### config.mk
export PLATFORM = sky130hd
export DESIGN_NAME = sram_window_chan
export DESIGN_NICKNAME = d
export VERILOG_FILES = /design/src/rtl/swc_pkg.sv /design/src/rtl/swc_addr_gen.sv /design/src/rtl/swc_ring.sv /design/src/rtl/sram_window_chan.sv
export SDC_FILE = /design/constraint.sdc
export NUM_CORES = 1
export LEC_CHECK = 0
export BUFFER_PORTS_ARGS = -buffer_cell sky130_fd_sc_hd__buf_2
export CAP_MARGIN = 5
export CORE_ASPECT_RATIO = 2
export CORE_UTILIZATION = 40
export DETAILED_ROUTE_END_ITERATION = 12
export PLACE_DENSITY = 0.77
export SYNTH_ARGS = -nofsm -noshare
export SYNTH_HDL_FRONTEND = slang
export SYNTH_SLANG_ARGS = --single-unit
### constraint.sdc
create_clock -name clk -period 10.58 [get_ports clk]
set_clock_uncertainty 0.1 [all_clocks]
set_input_delay 2.116 -clock clk [delete_from_list [all_inputs] [get_ports clk]]
set_output_delay 2.116 -clock clk [all_outputs]
set_load 0.01 [all_outputs]
### src/rtl/swc_pkg.sv
package swc_pkg;

  typedef enum logic [1:0] {
    SEL_ADDR = 2'd0,
    SEL_DATA = 2'd1,
    SEL_CTRL = 2'd2,
    SEL_QCFG = 2'd3
  } reg_sel_e;

  typedef enum logic [1:0] {
    MODE_FIXED  = 2'd0,
    MODE_STREAM = 2'd1,
    MODE_RING   = 2'd2
  } acc_mode_e;

  localparam int WORD_W     = 64;
  localparam int MODE_BIT_H = 59;
  localparam int MODE_BIT_L = 58;
  localparam int EN_BIT     = 0;
  localparam int FULL_BIT   = 1;
  localparam int EMPTY_BIT  = 2;

  function automatic acc_mode_e mode_of(input logic hi, input logic lo);
    if (hi && lo) return MODE_RING;
    if (hi)       return MODE_STREAM;
    return MODE_FIXED;
  endfunction

  // next byte address in stream mode, wrapping within 8 << aw bytes
  function automatic logic [31:0] stream_step(input logic [31:0] a,
                                              input int unsigned aw);
    return (a + 32'd8) & ((32'd8 << aw) - 32'd1);
  endfunction

  // next ring index for a queue of len entries
  function automatic int unsigned ring_step(input int unsigned idx,
                                            input int unsigned len);
    return (idx + 1 >= len) ? 0 : idx + 1;
  endfunction

endpackage

### src/rtl/swc_addr_gen.sv
module swc_addr_gen
  import swc_pkg::*;
#(
  parameter int AW = 6
) (
  input  logic          clk,
  input  logic          rst_n,
  input  logic          load,
  input  logic [31:0]   load_val,
  input  logic          step,
  output logic [31:0]   addr_q,
  output logic [AW-1:0] word
);
  localparam logic [31:0] SPAN = 32'd8 << AW;

  always_ff @(posedge clk) begin
    if (!rst_n)    addr_q <= '0;
    else if (load) addr_q <= load_val;
    else if (step) addr_q <= stream_step(addr_q, AW);
  end

  assign word = addr_q[AW+2:3];


  stream_range_chk: assert property (@(posedge clk) disable iff (!rst_n)
    (step && !load) |=> (addr_q < SPAN));

endmodule

### src/rtl/swc_ring.sv
module swc_ring
  import swc_pkg::*;
#(
  parameter int AW = 6
) (
  input  logic          clk,
  input  logic          rst_n,
  input  logic          cfg_we,
  input  logic [AW-1:0] cfg_base,
  input  logic [AW:0]   cfg_len,
  input  logic          push,
  input  logic          pop,
  output logic [AW-1:0] base_q,
  output logic [AW:0]   len_q,
  output logic [AW-1:0] head,
  output logic [AW-1:0] tail,
  output logic          full,
  output logic          empty,
  output logic [AW-1:0] push_word,
  output logic [AW-1:0] pop_word
);
  logic [AW-1:0] head_nxt, tail_nxt;

  assign head_nxt  = AW'(ring_step(32'(head), 32'(len_q)));
  assign tail_nxt  = AW'(ring_step(32'(tail), 32'(len_q)));
  assign full      = (head_nxt == tail);
  assign empty     = (head == tail);
  assign push_word = base_q + head;
  assign pop_word  = base_q + tail;

  always_ff @(posedge clk) begin
    if (!rst_n) begin
      base_q <= '0;
      len_q  <= '0;
      head   <= '0;
      tail   <= '0;
    end else if (cfg_we) begin
      base_q <= cfg_base;
      len_q  <= cfg_len;
      head   <= '0;
      tail   <= '0;
    end else begin
      if (push) head <= head_nxt;
      if (pop)  tail <= tail_nxt;
    end
  end


  no_push_full_chk: assert property (@(posedge clk) disable iff (!rst_n)
    push |-> !full);


  head_hold_chk: assert property (@(posedge clk) disable iff (!rst_n)
    (!push && !cfg_we) |=> $stable(head));


  no_pop_empty_chk: assert property (@(posedge clk) disable iff (!rst_n)
    pop |-> !empty);

endmodule

### src/rtl/sram_window_chan.sv
module sram_window_chan
  import swc_pkg::*;
#(
  parameter int AW = 6
) (
  input  logic          clk,
  input  logic          rst_n,
  input  logic          host_req,
  input  logic          host_we,
  input  logic [1:0]    host_sel,
  input  logic [63:0]   host_wdata,
  output logic          host_ack,
  output logic          host_err,
  output logic [63:0]   host_rdata,
  output logic          sram_en,
  output logic          sram_we,
  output logic [AW-1:0] sram_addr,
  output logic [63:0]   sram_wdata,
  input  logic [63:0]   sram_rdata
);
  localparam int LEN_W = AW + 1;

  logic       waiting;
  logic [1:0] mode_raw;
  logic       q_en;
  acc_mode_e  mode;
  reg_sel_e   sel;

  logic req_live, reg_wr, data_acc, ring_mode;
  logic push_ok, push_err, pop_ok, pop_err, lin_acc, rd_issue, step;

  logic [31:0]      addr_q;
  logic [AW-1:0]    lin_word;
  logic [AW-1:0]    q_base, q_head, q_tail, push_word, pop_word;
  logic [LEN_W-1:0] q_len;
  logic             q_full, q_empty;
  logic [63:0]      reg_rdata;

  assign sel       = reg_sel_e'(host_sel);
  assign mode      = mode_of(mode_raw[1], mode_raw[0]);
  assign ring_mode = (mode == MODE_RING);
  assign req_live  = host_req && !waiting;
  assign reg_wr    = req_live && host_we;
  assign data_acc  = req_live && (sel == SEL_DATA);

  assign push_ok  = data_acc && host_we && ring_mode && q_en && !q_full;
  assign push_err = data_acc && host_we && ring_mode && (!q_en || q_full);
  assign pop_ok   = data_acc && !host_we && ring_mode && !q_empty;
  assign pop_err  = data_acc && !host_we && ring_mode && q_empty;
  assign lin_acc  = data_acc && !ring_mode;
  assign step     = lin_acc && (mode == MODE_STREAM);

  assign sram_en    = push_ok || pop_ok || lin_acc;
  assign sram_we    = sram_en && host_we;
  assign sram_wdata = host_wdata;
  assign rd_issue   = sram_en && !host_we;

  always_comb begin
    if (ring_mode) sram_addr = host_we ? push_word : pop_word;
    else           sram_addr = lin_word;
  end

  swc_addr_gen #(.AW(AW)) u_addr (
    .clk      (clk),
    .rst_n    (rst_n),
    .load     (reg_wr && (sel == SEL_ADDR)),
    .load_val (host_wdata[63:32]),
    .step     (step),
    .addr_q   (addr_q),
    .word     (lin_word)
  );

  swc_ring #(.AW(AW)) u_ring (
    .clk       (clk),
    .rst_n     (rst_n),
    .cfg_we    (reg_wr && (sel == SEL_QCFG)),
    .cfg_base  (host_wdata[AW-1:0]),
    .cfg_len   (host_wdata[16+AW:16]),
    .push      (push_ok),
    .pop       (pop_ok),
    .base_q    (q_base),
    .len_q     (q_len),
    .head      (q_head),
    .tail      (q_tail),
    .full      (q_full),
    .empty     (q_empty),
    .push_word (push_word),
    .pop_word  (pop_word)
  );

  always_ff @(posedge clk) begin
    if (!rst_n) begin
      waiting  <= 1'b0;
      mode_raw <= '0;
      q_en     <= 1'b0;
    end else begin
      waiting <= rd_issue;
      if (reg_wr && (sel == SEL_CTRL)) begin
        mode_raw <= {host_wdata[MODE_BIT_H], host_wdata[MODE_BIT_L]};
        q_en     <= host_wdata[EN_BIT];
      end
    end
  end

  always_comb begin
    reg_rdata = '0;
    unique case (sel)
      SEL_ADDR: reg_rdata = {addr_q, 32'h0};
      SEL_CTRL: begin
        reg_rdata[MODE_BIT_H] = mode_raw[1];
        reg_rdata[MODE_BIT_L] = mode_raw[0];
        reg_rdata[EN_BIT]     = q_en;
        reg_rdata[FULL_BIT]   = q_full;
        reg_rdata[EMPTY_BIT]  = q_empty;
      end
      SEL_QCFG: begin
        reg_rdata[AW-1:0]     = q_base;
        reg_rdata[16+AW:16]   = q_len;
        reg_rdata[32+AW-1:32] = q_head;
        reg_rdata[48+AW-1:48] = q_tail;
      end
      default: reg_rdata = '0;
    endcase
  end

  assign host_ack   = waiting || (req_live && !rd_issue);
  assign host_err   = req_live && (push_err || pop_err);
  assign host_rdata = waiting ? sram_rdata : reg_rdata;


  rd_wait_chk: assert property (@(posedge clk) disable iff (!rst_n)
    rd_issue |=> (host_ack && !host_err));


  no_early_ack_chk: assert property (@(posedge clk) disable iff (!rst_n)
    rd_issue |-> !host_ack);


  err_no_store_chk: assert property (@(posedge clk) disable iff (!rst_n)
    host_err |-> !sram_en);


  fixed_hold_chk: assert property (@(posedge clk) disable iff (!rst_n)
    (lin_acc && (mode == MODE_FIXED)) |=> $stable(addr_q));


  ring_addr_chk: assert property (@(posedge clk) disable iff (!rst_n)
    (sram_en && ring_mode) |=> $stable(addr_q));


  ack_needs_req_chk: assert property (@(posedge clk) disable iff (!rst_n)
    host_ack |-> host_req);

endmodule

Yosys cells after proc, flatten, opt, wreduce, memory -nomap -nowiden --
Cells that the tools add are included. Widths: inputs -> output; s select.
Storage, ports and cells: output and inout port bits 138, logic and storage cells 83, register bits after elaboration 61, input bits 134
Operators by class: reductions and logical operators 37, eq/ne operators 7, add/subtract/negate cells 5, multiplexer cells 23, bitwise logic cells 1, magnitude comparators 2
Operators by type and width (count):
- $mux 32 | 2
- $mux 64 | 1
- $mux 6 | 4
- $pmux 6 s2 | 2
- $logic_and 1x1->1 | 22
- $add 6x1->7 const B | 2
- $ge 7x7->1 | 2
- $add 6x6->6 | 2
- $eq 6x6->1 | 2
- $mux 10 | 1
- $add 9x4->9 const B | 1
- $mux 2 | 4
- $mux 4 | 2
- $logic_not 1->1 | 7
- $mux 7 | 1
- $eq 2x2->1 const B | 3
- $pmux 3 s2 | 1
- $logic_or 1x1->1 | 5
- $eq 2x1->1 const B | 2
- $pmux 2 s2 | 1
- $mux 1 | 3
- $mux 3 | 1
- $logic_not 2->1 | 1
- $reduce_bool 2->1 | 1
- 2 further kinds | 2

Logic depth before layout (Yosys ltp) --
Gate-level depths: netlist of the first run.
word-level depth 15, depth in mapped cells 11, gate-level depth less buffers 11

Hierarchy --
A second synthesis of the first run with hierarchy kept.
Unflattened totals: cells, all modules 645, area total of the unflattened synthesis 5246.3 um2
Modules (own cells, without submodules):
- swc_ring | instances 1, cells an instance 245, area each 2094.5 um2, sequential area each 500.5 um2
- sram_window_chan | instances 1, cells an instance 248, area each 1739.2 um2, sequential area each 80.1 um2
- swc_addr_gen | instances 1, cells an instance 152, area each 1412.6 um2, sequential area each 640.6 um2

Least setup slack after synthesis of the first run --
No wires, ideal clock.
kind input to output, start in host_we, end out sram_addr[5], data arrival time 4.198 ns, data required time 8.364 ns, stages on the path 11, path buffers 2, path slack 4.166 ns, cell sequence buf_2 > buf_1 > mux2i_1 > inv_1 > ha_1 > a21o_1 > a21oi_1 > o21bai_1 > a21oi_1 > xnor2_1 > o21ai_0
On the way: cells in the longest elaborated chain, start to end 2
Ends and longest elaborated chain:
- from (decl) | line sram_window_chan.sv:9 | input logic host_we,
- $mux 6 (2 in series) | line sram_window_chan.sv:59 | if (ring_mode) sram_addr = host_we ? push_word : pop_word;
- to (decl) | line sram_window_chan.sv:17 | output logic [AW-1:0] sram_addr,
Every way passes these cells.

Worst setup path in the final report of the first run --
Ends and elaborated chain as after synthesis.

==> flow_summary.yaml, run 1 <==
place:
  gp_congestion: 0.955
  portBuffers: 233
  dp_hpwl_um: 11900
floorplan:
  die_w_um: 80.5
  coreArea_sq_um: 12100
  initial_core_util_pct: 40.9
  die_h_um: 159
  ios: 272
  num_rows: 57
  dieArea_sq_um: 12800
global_route:
  antenna_found_initial: 0
  grt_pass1_wl_um: 23900
  grt_util_all_layers_pct: 24.4
  grt_pass1_vias: 4755
  grt.overflow.total: 0
  grt_max_degree: 103
cts:
  cts_root_buffer: "clkbuf_16"
  cts.repair.resized: 0
  cts_tree: "done"
  hold_buffers: 0
  clk_pin_slew_ns: 0.05
  clock_latency_ns: 0.33
  h-tree-depth: 3
  post_cts_buffers: 0
  cts.sink_count: 61
  clockBufferDepth: 2
  cts_buffers: 9
detailed_routing:
  vias_per_cell: 5.23
  detail_route.wl_per_cell_um: 16.3
  drtIter0Drc: 247
  num_vias: 4946
  detail-route-antenna-nets: 0
  drc: 0
  routed_wl_um: 15400
  first_pass_iters: 5
pwr:
  ir_worst_vdd_mv: 0.0741
  p_total_uw: 642
  power.leakage_nw: 2.81
  power_density_nw_per_um2: 108
run_status:
  status: "complete, no violations"
timing:
  setup_viol: 0
  fmax_mhz: 156
  fin_crit_ns: 6.43
  timing.slew.headroom_pct: 22.6
  fin_tns_setup_ns: 0
  period_share_pct: 60.7
  worstMarginPinSlew_ns: 1.16
  rsz0062_at_grt: "no"
  report.final.slew_viol_count: 0
  hold_violations: 0
synth:
  seq_area_frac_synth_pct: 24.8
  yosys.area.top_type: "dfxtp_1"
  syn_area_sq_um: 4930
  synth_edf_count: 0
  yosys.area_share.simple_pct: 23.4
  synthMuxAreaShare_pct: 2.82
  synthTopCellsByArea: "dfxtp_1, nand2_1, buf_4"
  syn_nets: 821
  yosys_most_used_dff: "dfxtp_1"
  synth-xor-area-share_pct: 4.24
  syn_avg_cell_area_sq_um: 7.47
  ys_ff_latch: 61
  async_flop_share_pct: 0
  synth_top_area_share_pct: 24.8
  ys_top_cells_by_count: "nand2_1, buf_4, dfxtp_1, o21ai_0, a22oi_1"
  synthAdderAreaFrac_pct: 7.00
  synth-compound-area-share_pct: 22.6
  ys_warn_count: 0
  netlist_instances: 660
  yosysMostFrequentCell: "nand2_1"
  yosysUniqueCellTypes: 58
  synth_top_family_by_area: "simple AND/OR/NAND/NOR gates"
finish:
  nets: 955
  drive_gt1_share_pct: 33.8
  area_growth_pct: 20.3
  diodes: 0
setup_path:
  crit_buf_inv: 3
  worstSetupEndpointType: "output pin"
  r2r_slack_ns: 6.86
  critPathLaunchType: "input pin"
  path_cells: "buf_2 > mux2i_1 > inv_1 > ha_1 > a21o_1 > a21oi_1 > o21bai_1 > a21oi_1 > xnor2_1 > o21ai_0 > buf_2"
  crit_required_ns: 8.36
  crit_family: "compound AO/OA/AOI/OAI gates"
  arrival_ns: 4.21
  cpPeakStageDelay_ns: 0.36
  worstSetupPathType: "input pin to output pin"
  critPathMaxFanout: 18
  critPathSlowestCell: "mux2i_1"
job:
  cap_viol_max_count: 0
min_path:
  hold_path_class: "register to register"
report_power, final:
| group | internal (mW) | switching, mW |
|---|---|---|
| registers | 0.234 | 0.00533 |
| logic | 0.0364 | 0.0459 |
| clock network | 0.218 | 0.103 |
per-stage QoR:
step | worst slack [ns] | hold WS [ns] | utilization, % | cells | cell area [sq um]
after floorplan | 4.17 | 0.344 | - | 660 | 4930
after global routing | 3.85 | 0.388 | 49.2 | 946 | 5930
after CTS | 4.15 | 0.366 | 49.2 | 946 | 5930
after global placement | 4.21 | 0.351 | 46.5 | 930 | 5610
after detailed placement | 4.15 | 0.358 | 46.5 | 930 | 5610
final | 4.15 | 0.365 | 49.2 | 946 | 5930
sequential cells by signal (all words and copies together), names as in the netlist:
register	flops
u_ring.head	6
q_en	1
waiting	1
u_ring.len_q	7
u_addr.addr_q	32
u_ring.base_q	6
u_ring.tail	6
mode_raw	2
cell type report:
class / count / area [sq um]
clock buffers: 12 / 256
clock inverters: 4 / 70.1
fillers: 1232 / 6120
inverters: 16 / 60.1
multi-input cells: 472 / 2970
flip-flops and latches: 61 / 1220
well taps: 147 / 184
repair buffers: 234 / 1170
cells by family after synthesis:
kind of cell | Yosys count
AND/OR/NAND/NOR | 251
AO/OA/AOI/OAI | 158
buffers and inverters | 127
flip-flops | 61
adder cells (fa/ha/maj) | 27
XOR/XNOR | 23
multiplexers | 13
placed cells by master, fill, tap and decap left out, types with 2 or more instances in the layout:
cell type / instances
buf_2: 233
nand2_1: 150
dfxtp_1: 60
o21ai_0: 57
a22oi_1: 42
nor2_1: 29
ha_1: 26
and2_1: 23
a21boi_0: 19
inv_1: 15
xor2_1: 13
nor2b_1: 10
mux2i_1: 9
nand3_1: 9
xnor2_1: 9
a21oi_1: 9
clkbuf_16: 9
a21o_1: 7
and3_1: 6
o211a_1: 6
nand4_1: 4
mux2_2: 3
nand2b_1: 3
a311oi_1: 3
nor4_1: 2
o221a_2: 2
a2111oi_4: 2
nand3b_1: 2
or3_1: 2
clkinv_2: 2
bufinv_16: 2
clkbuf_8: 2
metal layers:
metal / GRT usage, % / share of wire (%) / vias to the layer above
li1: - / - / 2451
met1: 23.8 / 35 / 2233
met2: 45.2 / 53 / 206
met3: 4.13 / 6.3 / 56
met4: 15.3 / 5.7 / 0
met5: 0 / 0 / -
tightest hold or removal path, cell delays in order (launching register included):
cell and delay, ns:
dfxtp_1 0.31, nand2_1 0.05, a21boi_0 0.06
final timing paths:
path | from | end | depth (start not counted)
max | host_we | sram_addr[5] | 11
min | u_addr.addr_q[0]$_SDFFE_PN0P_ | u_addr.addr_q[0]$_SDFFE_PN0P_ | 2
max reg2reg | u_ring.head[0]$_SDFFE_PP0P_ | u_ring.head[3]$_SDFFE_PP0P_ | 11
min reg2reg | u_addr.addr_q[0]$_SDFFE_PN0P_ | u_addr.addr_q[0]$_SDFFE_PN0P_ | 2
No activity file was read; power rests on OpenSTA's default activity.
==> run 2: changes to the inputs <==
PLACE_DENSITY = 0.8   (was 0.77)
clock period = 5.8 ns   (was 10.58 ns; I/O delays follow)
==> flow_summary.yaml, run 2 (synthesis results as in run 1) <==
cts:
  cts_root_buffer: "clkbuf_16"
  clk_pin_slew_ns: 0.05
  cts_buffers: 9
  cts_tree: "done"
  h-tree-depth: 3
  cts.repair.resized: 0
  cts.sink_count: 61
  clock_latency_ns: 0.33
  clockBufferDepth: 2
  post_cts_buffers: 0
  hold_buffers: 0
job:
  cap_viol_max_count: 0
timing:
  report.final.slew_viol_count: 0
  timing.slew.headroom_pct: 27.0
  fin_tns_setup_ns: 0
  fin_crit_ns: 5.27
  rsz0062_at_grt: "no"
  fmax_mhz: 190
  setup_viol: 0
  period_share_pct: 90.9
  hold_violations: 0
  worst_slack_ns: 0.530
  worstMarginPinSlew_ns: 1.09
place:
  place_ws_ns: 0.959
  dp_hpwl_um: 12400
  gp_congestion: 0.960
  placed_cell_area_sq_um: 5620
  portBuffers: 233
run_status:
  status: "complete, no violations"
finish:
  largest_reg_flops: 32
  drive_gt1_share_pct: 34.0
  final_area_sq_um: 5920
  largestRegisters: "u_addr.addr_q: 32 flops, u_ring.len_q: 7 flops"
  largest-register: "u_addr.addr_q"
  area_growth_pct: 20.0
  diodes: 0
  final_cell_mix: "buf_2, nand2_1, dfxtp_1"
  final_common_cell: "buf_2"
  nets: 957
global_route:
  antenna_found_initial: 0
  grt.overflow.total: 0
  grt_pass1_wl_um: 24400
  grt_max_degree: 87
  grt_util_all_layers_pct: 25.3
  grt_pass1_vias: 4704
detailed_routing:
  detail_route.wl_per_cell_um: 16.8
  drtIter0Drc: 279
  num_vias: 4946
  vias_per_cell: 5.22
  drc: 0
  first_pass_iters: 4
  detail-route-antenna-nets: 0
  routed_wl_um: 15900
pwr:
  power.leakage_nw: 2.81
  ir_worst_vdd_mv: 0.151
  power_density_nw_per_um2: 192
min_path:
  hold_path_class: "register to register"
setup_path:
  r2r-start: "u_ring.head[0]$_SDFFE_PP0P_"
  reg2reg_depth: 11
  startpoint: "u_ring.head[0]$_SDFFE_PP0P_"
  r2r_slack_ns: 2.12
  arrival_ns: 4.01
  critPathMaxFanout: 10
  crit_required_ns: 4.54
  critPathLaunchType: "register"
  regToRegEndpoint: "u_ring.head[4]$_SDFFE_PP0P_"
  worstSetupPathType: "register to output pin"
  cp-endpoint: "host_rdata[1]"
  worstSetupEndpointType: "output pin"
floorplan:
  coreArea_sq_um: 12100
  initial_core_util_pct: 40.9
  die_h_um: 159
  ios: 272
  die_w_um: 80.5
  dieArea_sq_um: 12800
  num_rows: 57
-- run 2: cell types whose count changed in the layout (fill, tap and decap cells not counted), sizes merged --
| cell | previous run | this run |
|---|---|---|
| clkinvlp | 0 | 1 |
| buf | 234 | 236 |
| bufinv | 2 | 1 |
| clkbuf | 12 | 11 |
-- run 2: layer usage --
metal  GRT usage, %  routed length, um  vias to the layer above
li1               -                  -                     2460
met1           25.2               5680                     2226
met2           45.5               8300                      200
met3           4.41                932                       60
met4           17.5               1030                        0
met5              0                  0                        -
-- run 2: worst min path at each step --
stage / from / endpoint / slack [ns] / depth (start not counted)
floorplan: u_addr.addr_q[0]$_SDFFE_PN0P_ / u_addr.addr_q[0]$_SDFFE_PN0P_ / 0.34 / 2
global placement: u_addr.addr_q[2]$_SDFFE_PN0P_ / u_addr.addr_q[2]$_SDFFE_PN0P_ / 0.36 / 2
detailed placement: u_addr.addr_q[1]$_SDFFE_PN0P_ / u_addr.addr_q[1]$_SDFFE_PN0P_ / 0.36 / 2
CTS: u_addr.addr_q[1]$_SDFFE_PN0P_ / u_addr.addr_q[1]$_SDFFE_PN0P_ / 0.37 / 2
global route: u_addr.addr_q[1]$_SDFFE_PN0P_ / u_addr.addr_q[1]$_SDFFE_PN0P_ / 0.38 / 2
finish: u_addr.addr_q[1]$_SDFFE_PN0P_ / u_addr.addr_q[1]$_SDFFE_PN0P_ / 0.37 / 2
-- run 2: critical path, stage by stage (launching register included) --
cell and delay (ns):
dfxtp_1 0.53, ha_1 0.32, nand3_1 0.19, xnor2_1 0.29, ha_1 0.29, a21o_1 0.18
a211o_1 0.28, a41oi_1 0.30, nor4_1 0.10, nand4b_1 0.42, a32oi_1 0.49, o21ai_0 0.11
buf_2 0.17
-- run 2: through the flow --
stage	hold slack (ns)	power (mW)	util [%]	std cells
finish	0.365	1.14	49.1	947
CTS	0.367	1.15	49.1	947
global route	0.382	1.18	49.1	947
floorplan	0.344	0.547	-	660
global placement	0.357	0.596	46.6	932
detailed placement	0.360	0.598	46.6	932
-- run 2: area by class of cell --
| class | instances | area, sq um |
|---|---|---|
| repair buffers | 236 | 1190 |
| inverters | 16 | 60.1 |
| well taps | 147 | 184 |
| clock inverters | 4 | 47.5 |
| fillers | 1238 | 6130 |
| clock buffers | 11 | 253 |
| flip-flops and latches | 61 | 1220 |
| multi-input cells | 472 | 2970 |
-- run 2: where the power goes --
part,switching [mW],internal (mW),leakage (nW)
sequential,0.00721,0.427,0.494
combinational,0.0884,0.0667,2.17
clock,0.194,0.352,0.147
==> run 3: changes to the inputs <==
REMOVE_ABC_BUFFERS = 1   (was default)
SETUP_SLACK_MARGIN = 0.02   (was default)
==> flow_summary.yaml, run 3 (synthesis results as in run 1) <==
run_status:
  status: "complete, but fails checks"
  violations: "DRC"
timing:
  report.final.slew_viol_count: 0
  fin_tns_setup_ns: 0
  fmax_mhz: 192
  worst_slack_ns: 0.598
  hold_violations: 0
  whs_ns: 0.373
  worstMarginPinSlew_ns: 1.15
  period_share_pct: 89.7
  fin_crit_ns: 5.20
  timing.slew.headroom_pct: 23.4
  setup_viol: 0
  rsz0062_at_grt: "no"
detailed_routing:
  routed_wl_um: 19800
  detail_route.wl_per_cell_um: 20.9
  drtIter0Drc: 261
  drc: 2
  first_pass_iters: 12
  num_vias: 5069
  vias_per_cell: 5.34
  detail-route-antenna-nets: 0
finish:
  largest_reg_flops: 32
  n_fill_cell: 1215
  nets: 958
  drive_gt1_share_pct: 34.2
  seqCellArea_sq_um: 1220
  largest-register: "u_addr.addr_q"
  area_growth_pct: 19.9
  final_cell_mix: "buf_2, nand2_1, dfxtp_1"
  final_common_cell: "buf_2"
  largestRegisters: "u_addr.addr_q: 32 flops, u_ring.len_q: 7 flops"
  multi_input_area_sq_um: 2970
floorplan:
  initial_core_util_pct: 40.9
  dieArea_sq_um: 12800
  ios: 272
  coreArea_sq_um: 12100
  die_h_um: 159
  num_rows: 57
  die_w_um: 80.5
cts:
  cts.repair.resized: 0
  post_cts_buffers: 0
  clockBufferDepth: 2
  clk_pin_slew_ns: 0.06
  cts_root_buffer: "clkbuf_16"
  hold_buffers: 0
  cts_tree: "done"
  clock_latency_ns: 0.34
  cts_buffers: 9
  h-tree-depth: 3
  cts.sink_count: 61
setup_path:
  critPathLaunchType: "register"
  cpPeakStageDelay_ns: 0.54
  worstSetupPathType: "register to output pin"
  path_cells: "ha_1 > nand3_1 > xnor2_1 > ha_1 > a21o_1 > a211o_1 > a41oi_1 > o2111ai_1 > nand4b_1 > a21boi_4 > a2111oi_4 > buf_2"
  crit_required_ns: 4.54
  critPathSlowestCell: "dfxtp_1"
  worstSetupEndpointType: "output pin"
  critPathMaxFanout: 10
  timing.critical_path.mode_cell: "ha_1"
  arrival_ns: 3.94
global_route:
  grt_util_all_layers_pct: 31.5
  grt_max_degree: 53
  grt.overflow.total: 0
  antenna_found_initial: 1
  grt_pass1_vias: 4894
  grt_pass1_wl_um: 28800
pwr:
  ir_worst_vdd_mv: 0.143
  power_density_nw_per_um2: 186
  power.leakage_nw: 2.80
  p_total_mw: 1.10
place:
  place_ws_ns: 0.973
  gp_congestion: 0.949
  portBuffers: 233
  dp_hpwl_um: 16500
min_path:
  hold_path_class: "register to register"
job:
  cap_viol_max_count: 0
[run 3: final timing paths]
check	endpoint	depth (start not counted)	startpoint	slack, ns
setup / recovery	host_err	12	u_ring.head[0]$_SDFFE_PP0P_	0.60
hold / removal	u_addr.addr_q[2]$_SDFFE_PN0P_	2	u_addr.addr_q[2]$_SDFFE_PN0P_	0.37
setup reg to reg	u_ring.head[1]$_SDFFE_PP0P_	11	u_ring.head[0]$_SDFFE_PP0P_	2.18
hold reg to reg	u_addr.addr_q[2]$_SDFFE_PN0P_	2	u_addr.addr_q[2]$_SDFFE_PN0P_	0.37
[run 3: per-layer routing]
layer  share of wire, %  GRT usage [%]  vias up
li1                   -              -     2472
met1                 28           24.3     2266
met2                 54           59.2      267
met3                 12           15.0       64
met4                5.9           19.6        0
met5                  0              0        -
[run 3: power by group]
| part | internal, mW | switching, mW |
|---|---|---|
| logic | 0.0671 | 0.0885 |
| registers | 0.427 | 0.00871 |
| clock network | 0.295 | 0.217 |
| total | 0.789 | 0.314 |
[run 3: worst max-delay path: cells and delay by family (launching register included)]
family	cells	cell delay, ns
adders and majority gates	2	0.59
xor gates and xnor gates	1	0.30
and+or+nand+nor	2	0.48
buffers and inverters	1	0.19
AOI/OAI and AO/OA	6	1.50
DFF	1	0.54
[run 3: metrics by stage]
step,cell area (sq um),std cells,utilization (%)
floorplan,4240,549,-
global placement,5630,933,46.7
detailed placement,5630,933,46.7
CTS,5910,949,49.1
global route,5910,950,49.1
finish,5910,950,49.1
[run 3: layout make-up]
class,count,share of cell area [%]
Multi-Input combinational cell,472,50.1
Sequential cell,61,20.7
Timing Repair Buffer,237,20.2
Inverter,16,1.02
Antenna cell,1,0.0423
Tap cell,147,3.11
Clock inverter,7,0.994
Clock buffer,9,3.81
